File: src/rtl/ictl_tmr_pkg.sv
package ictl_tmr_pkg;

    typedef enum logic [1:0] {
        SEL_ENTRY = 2'd0,
        SEL_INIT  = 2'd1,
        SEL_CUR   = 2'd2,
        SEL_DIV   = 2'd3
    } sel_e;

    typedef struct packed {
        logic       periodic;
        logic       mask;
        logic [7:0] vector;
    } entry_t;

    localparam int PER_BIT  = 17;
    localparam int MASK_BIT = 16;
    localparam int SHIFT_W  = 3;
    localparam int PRE_W    = (1 << SHIFT_W) - 1;

    localparam entry_t ENTRY_RST = '{periodic: 1'b0, mask: 1'b1, vector: 8'h00};

    // Kept divide bits {3,1,0} form the code; shift wraps modulo 8.
    function automatic logic [SHIFT_W-1:0] div_shift(input logic [3:0] cfg);
        logic [SHIFT_W-1:0] code;
        code = {cfg[3], cfg[1], cfg[0]};
        return code + SHIFT_W'(1);
    endfunction

    function automatic logic [31:0] pack_entry(input entry_t e);
        logic [31:0] w;
        w = '0;
        w[PER_BIT]  = e.periodic;
        w[MASK_BIT] = e.mask;
        w[7:0]      = e.vector;
        return w;
    endfunction

endpackage

File: src/rtl/ictl_tmr_regs.sv
module ictl_tmr_regs
    import ictl_tmr_pkg::*;
#(
    parameter int DATA_W = 32
) (
    input  logic              clk,
    input  logic              rst,
    input  logic              wr_en,
    input  sel_e              wr_sel,
    input  logic [DATA_W-1:0] wr_data,
    output entry_t            entry,
    output logic [DATA_W-1:0] init_cnt,
    output logic [3:0]        div_cfg,
    output logic              init_load,
    output logic              pre_clr
);

    assign init_load = wr_en && (wr_sel == SEL_INIT);
    assign pre_clr   = wr_en && ((wr_sel == SEL_INIT) || (wr_sel == SEL_DIV));

    always_ff @(posedge clk) begin
        if (rst) begin
            entry    <= ENTRY_RST;
            init_cnt <= '0;
            div_cfg  <= '0;
        end else if (wr_en) begin
            case (wr_sel)
                SEL_ENTRY: begin
                    entry.periodic <= wr_data[PER_BIT];
                    entry.mask     <= wr_data[MASK_BIT];
                    entry.vector   <= wr_data[7:0];
                end
                SEL_INIT: init_cnt <= wr_data;
                SEL_DIV:  div_cfg  <= {wr_data[3], 1'b0, wr_data[1:0]};
                default:  ;
            endcase
        end
    end

endmodule

File: src/rtl/ictl_tmr_prescale.sv
module ictl_tmr_prescale
    import ictl_tmr_pkg::*;
(
    input  logic               clk,
    input  logic               rst,
    input  logic               clr,
    input  logic [SHIFT_W-1:0] shift,
    output logic               tick
);

    localparam logic [PRE_W-1:0] ONE = PRE_W'(1);

    logic [PRE_W-1:0] pre_q;
    logic [PRE_W-1:0] limit;

    assign limit = (ONE << shift) - ONE;
    assign tick  = !clr && (pre_q == limit);

    always_ff @(posedge clk) begin
        if (rst || clr || tick) pre_q <= '0;
        else                    pre_q <= pre_q + ONE;
    end

endmodule

File: src/rtl/ictl_tmr_core.sv
module ictl_tmr_core
    import ictl_tmr_pkg::*;
#(
    parameter int DATA_W = 32
) (
    input  logic              clk,
    input  logic              rst,
    input  logic              load,
    input  logic [DATA_W-1:0] load_val,
    input  logic              tick,
    input  entry_t            entry,
    input  logic [DATA_W-1:0] init_cnt,
    output logic [DATA_W-1:0] cur,
    output logic              irq_valid,
    output logic [7:0]        irq_vector
);

    localparam logic [DATA_W-1:0] ONE = DATA_W'(1);

    logic expire;
    logic [DATA_W-1:0] cur_nxt;

    always_comb begin
        expire  = 1'b0;
        cur_nxt = cur;
        if (load) begin
            cur_nxt = load_val;
        end else if (tick) begin
            if (entry.periodic) begin
                if (cur == '0) begin
                    if (init_cnt != '0) begin
                        cur_nxt = init_cnt;
                        expire  = 1'b1;
                    end
                end else begin
                    cur_nxt = cur - ONE;
                end
            end else if (cur != '0) begin
                cur_nxt = cur - ONE;
                expire  = (cur == ONE);
            end
        end
    end

    always_ff @(posedge clk) begin
        if (rst) begin
            cur        <= '0;
            irq_valid  <= 1'b0;
            irq_vector <= '0;
        end else begin
            cur       <= cur_nxt;
            irq_valid <= expire && !entry.mask;
            if (expire) irq_vector <= entry.vector;
        end
    end

endmodule

File: src/rtl/ictl_countdown_timer.sv
module ictl_countdown_timer
    import ictl_tmr_pkg::*;
#(
    parameter int DATA_W = 32
) (
    input  logic              clk,
    input  logic              rst,
    input  logic              wr_en,
    input  logic [1:0]        wr_sel,
    input  logic [DATA_W-1:0] wr_data,
    input  logic [1:0]        rd_sel,
    output logic [DATA_W-1:0] rd_data,
    output logic              irq_valid,
    output logic [7:0]        irq_vector,
    output logic              irq_edge
);

    entry_t            entry;
    logic [DATA_W-1:0] init_cnt;
    logic [DATA_W-1:0] cur;
    logic [3:0]        div_cfg;
    logic              init_load;
    logic              pre_clr;
    logic              tick;
    logic [31:0]       entry_word;

    ictl_tmr_regs #(.DATA_W(DATA_W)) u_regs (
        .clk       (clk),
        .rst       (rst),
        .wr_en     (wr_en),
        .wr_sel    (sel_e'(wr_sel)),
        .wr_data   (wr_data),
        .entry     (entry),
        .init_cnt  (init_cnt),
        .div_cfg   (div_cfg),
        .init_load (init_load),
        .pre_clr   (pre_clr)
    );

    ictl_tmr_prescale u_pre (
        .clk   (clk),
        .rst   (rst),
        .clr   (pre_clr),
        .shift (div_shift(div_cfg)),
        .tick  (tick)
    );

    ictl_tmr_core #(.DATA_W(DATA_W)) u_core (
        .clk        (clk),
        .rst        (rst),
        .load       (init_load),
        .load_val   (wr_data),
        .tick       (tick),
        .entry      (entry),
        .init_cnt   (init_cnt),
        .cur        (cur),
        .irq_valid  (irq_valid),
        .irq_vector (irq_vector)
    );

    assign entry_word = pack_entry(entry);
    assign irq_edge   = irq_valid;

    always_comb begin
        case (sel_e'(rd_sel))
            SEL_ENTRY: rd_data = DATA_W'(entry_word);
            SEL_INIT:  rd_data = init_cnt;
            SEL_CUR:   rd_data = cur;
            SEL_DIV:   rd_data = DATA_W'(div_cfg);
            default:   rd_data = '0;
        endcase
    end

endmodule

File: config.mk
export PLATFORM = sky130hd
export DESIGN_NAME = ictl_countdown_timer
export DESIGN_NICKNAME = d
export VERILOG_FILES = /design/src/rtl/ictl_tmr_pkg.sv /design/src/rtl/ictl_tmr_regs.sv /design/src/rtl/ictl_tmr_prescale.sv /design/src/rtl/ictl_tmr_core.sv /design/src/rtl/ictl_countdown_timer.sv
export SDC_FILE = /design/constraint.sdc
export NUM_CORES = 1
export LEC_CHECK = 0
export BUFFER_PORTS_ARGS = -buffer_cell sky130_fd_sc_hd__buf_2
export CORE_MARGIN = 4
export CORE_UTILIZATION = 50
export CTS_BUF_LIST = sky130_fd_sc_hd__clkbuf_8
export CTS_CLUSTER_DIAMETER = 80
export DETAILED_ROUTE_END_ITERATION = 8
export PLACE_DENSITY = 0.71
export SLEW_MARGIN = 20
export SYNTH_ARGS = -nofsm -noshare
export SYNTH_HDL_FRONTEND = slang
export SYNTH_HIERARCHICAL = 1
export SYNTH_SLANG_ARGS = --single-unit
File: constraint.sdc
create_clock -name clk -period 5.65 [get_ports clk]
set_input_delay 1.13 -clock clk [delete_from_list [all_inputs] [get_ports clk]]
set_output_delay 1.13 -clock clk [all_outputs]
set_load 0.005 [all_outputs]
==> impl_results.md <==
* Commonest non-fill, non-tap cell in the layout: dfxtp_1
* CP max FO at 22
* Site Rows at 38
* Slew HR at 0.257
* Cell Count, Final, Fillers Out at 850
* Hold Crit Class: reg -> reg
* DRC Markers at 0
* Global placement routability congestion at 0.909
* Root Buffer: clkbuf_8
* RSZ-0062 raised after global routing: no
* Post-Route WL at 16,800 µm
* Placed cells at 834
* Net count after synthesis at 698
* Placement Setup Slack at 1.72 ns
* Routed vias at 5,353
* I/O pins at 81
* Top_reg_cell synth: dfxtp_1
* Vias per inst at 6.30
* TritonCTS clock tree: done
* Grt total ovfl at 0
* TritonCTS Buffers at 9
* Clk Latency, worst-skew pair at 0.38 ns
* H-tree depth at 3
* Clk slew on worst S/H paths at 0.09 ns
* WL/cell at 19.7 µm
* Critical path launch point type: primary input
* DRT iter0 DRCs at 504
* Max stage delay on crit path at 0.96 ns
* CTS Sinks at 93
* Pwr Total at 1.86 mW
* Crit Path Category: in -> out
* Slew Limit Fails at 0
* CP cell instances: buf_2, nor2b_2, a22o_1, buf_2
* Critical path required time at 4.52 ns
* Fraction of registers with async set/reset at 0
* Status: completed
* Synth-to-layout area growth at 9.68%
* Max IR drop VDD at 199 µV
* Post-route minimum period at 3.96 ns
* DIE AREA at 0.0133 mm²
* Worst-Margin Slew at 1.11 ns
* Part of the cycle the worst path needs at 0.700
* Final setup violation count at 0
* Final HPWL DP at 11,400 µm
* Yosys cell types at 78
* Die width at 115 µm
* DRT Pass-1 Iters at 5
* Antenna cells at 0
* CTS max path bufs at 2
* Post-synth EDFFs at 0
* Cell family with most CP delay: simple AND/OR/NAND/NOR gates
* Post_cts resized at 0
* Global-route wire length before repair at 26,800 µm
* Crit-path slowest cell: nor2b_2
* Die height at 115 µm
* CP arrival at 2.83 ns
* Number of synthesized register bits at 93
* Initial core utilization at 0.522
* CP bufs+invs at 2
* Post-CTS setup buffers at 0
* Tot GR Track Use at 0.254
* Post-Syn Area at 0.00575 mm²
* Number of global-route vias before repair at 5,122
* Cell mode on critical path: buf_2
* Antenna Nets Post-Route at 0
* Setup TNS at 0 ns
* Cell leakage power at 2.47 nW
* Syn Inst Count at 655
* Initial antenna violation count at 0
* Final setup margin at 1.69 ns
* Fmax at 0.253 GHz
* Yosys Warn Count at 6
* Core Area at 0.0110 mm²
* Final hold vios at 0
* Most frequent cells in the layout: 93 x dfxtp_1, 80 x buf_2, 78 x nand2b_1
* Largest net degree at the start of global routing at 67
* Power density over cell area at 294 mW/mm²
* Hold buffers post-CTS at 0
* Max-cap violations at 0
* Setup Skew at 0.0109 ns
* CP endpoint kind: output pin
* Share of layout cells above drive strength 1 at 0.187
* Syn_area_per_cell at 8.78 µm²
* Seq/Total Area, Yosys at 0.324
* Port bufs at 80
* Nets at 748
-- cells in the mapped netlist, types with 4 or more instances --
master	n	area, µm²
buf_6	14	158
xor2_1	4	35.0
xnor2_1	8	70.1
a22o_1	22	193
buf_2	6	30.0
buf_4	7	52.6
o221a_2	4	45.0
nand3_1	23	115
mux2i_1	60	601
o2bb2ai_1	6	52.6
mux4_2	4	90.1
dfxtp_1	93	1860
nor4_1	18	113
ha_1	4	50.1
o211ai_1	8	60.1
or4_1	6	45.0
clkbuf_1	19	71.3
a21oi_1	14	70.1
o21ai_0	26	130
or3_1	5	31.3
nor2_1	50	188
o2111ai_1	7	61.3
a31oi_1	5	31.3
nand2b_1	78	488
nand2_1	37	139
a211oi_1	6	45.0
inv_1	13	48.8
nand4_1	6	37.5
a32oi_1	5	43.8
nor3_1	19	95.1
-- cells by family (layout without fill, tap and decap cells) --
family	after synthesis	count (layout)	share of synthesized area
flops	93	93	0.324
other cells	1	1	0.000652
xor+xnor	13	13	0.0211
mux	65	65	0.122
buf+inv	60	115	0.0633
simple gates	269	269	0.260
compound gates	150	150	0.200
fa+ha+maj	4	4	0.00870
-- path summary, 6_finish.rpt --
check / startpoint / to / slack [ns] / cells past startpoint
hold reg to reg: u_regs/entry[8]$_SDFFE_PP1P_ / u_core/irq_valid$_SDFF_PP0_ / 0.46 / 1
setup reg to reg: u_regs/div_cfg[0]$_SDFFE_PP0P_ / u_core/cur[25]$_SDFFE_PP0P_ / 1.72 / 10
hold / removal: u_regs/entry[8]$_SDFFE_PP1P_ / u_core/irq_valid$_SDFF_PP0_ / 0.46 / 1
setup / recovery: rd_sel[1] / rd_data[26] / 1.69 / 4
-- area by class of cell --
cell class	instances	area, µm²
Fill cell	1022	4720
Multi-Input combinational cell	502	3530
Sequential cell	93	1860
Timing Repair Buffer	85	438
Tap cell	140	175
Clock buffer	10	138
Clock inverter	6	111
Inverter	14	52.6
-- routing by layer --
| layer | global-route usage | routed length, µm |
|---|---|---|
| met1 | 0.327 | 7030 |
| met2 | 0.427 | 8030 |
| met3 | 0.0616 | 1400 |
| met4 | 0.0665 | 302 |
| met5 | 0 | 0 |
-- sequential cells by signal, indices dropped and copies added (netlist names) --
register,flops
u_core/irq_valid,1
u_regs/entry,10
u_core/irq_vector,8
u_pre/pre_q,7
u_regs/init_cnt,32
u_regs/div_cfg,3
u_core/cur,32
-- where the power goes --
group	switching [mW]	total (mW)	internal [mW]
Clock	0.246	0.552	0.306
Sequential	0.0700	0.768	0.698
Combinational	0.335	0.536	0.202
-- metrics by stage --
stage / util / instance area [µm²] / hold WS, ns
floorplan: - / 5750 / 0.421
global placement: 0.549 / 6060 / 0.458
detailed placement: 0.549 / 6060 / 0.456
CTS: 0.572 / 6310 / 0.467
global route: 0.572 / 6310 / 0.508
finish: 0.572 / 6310 / 0.463
(Power assumes the default switching activity.)
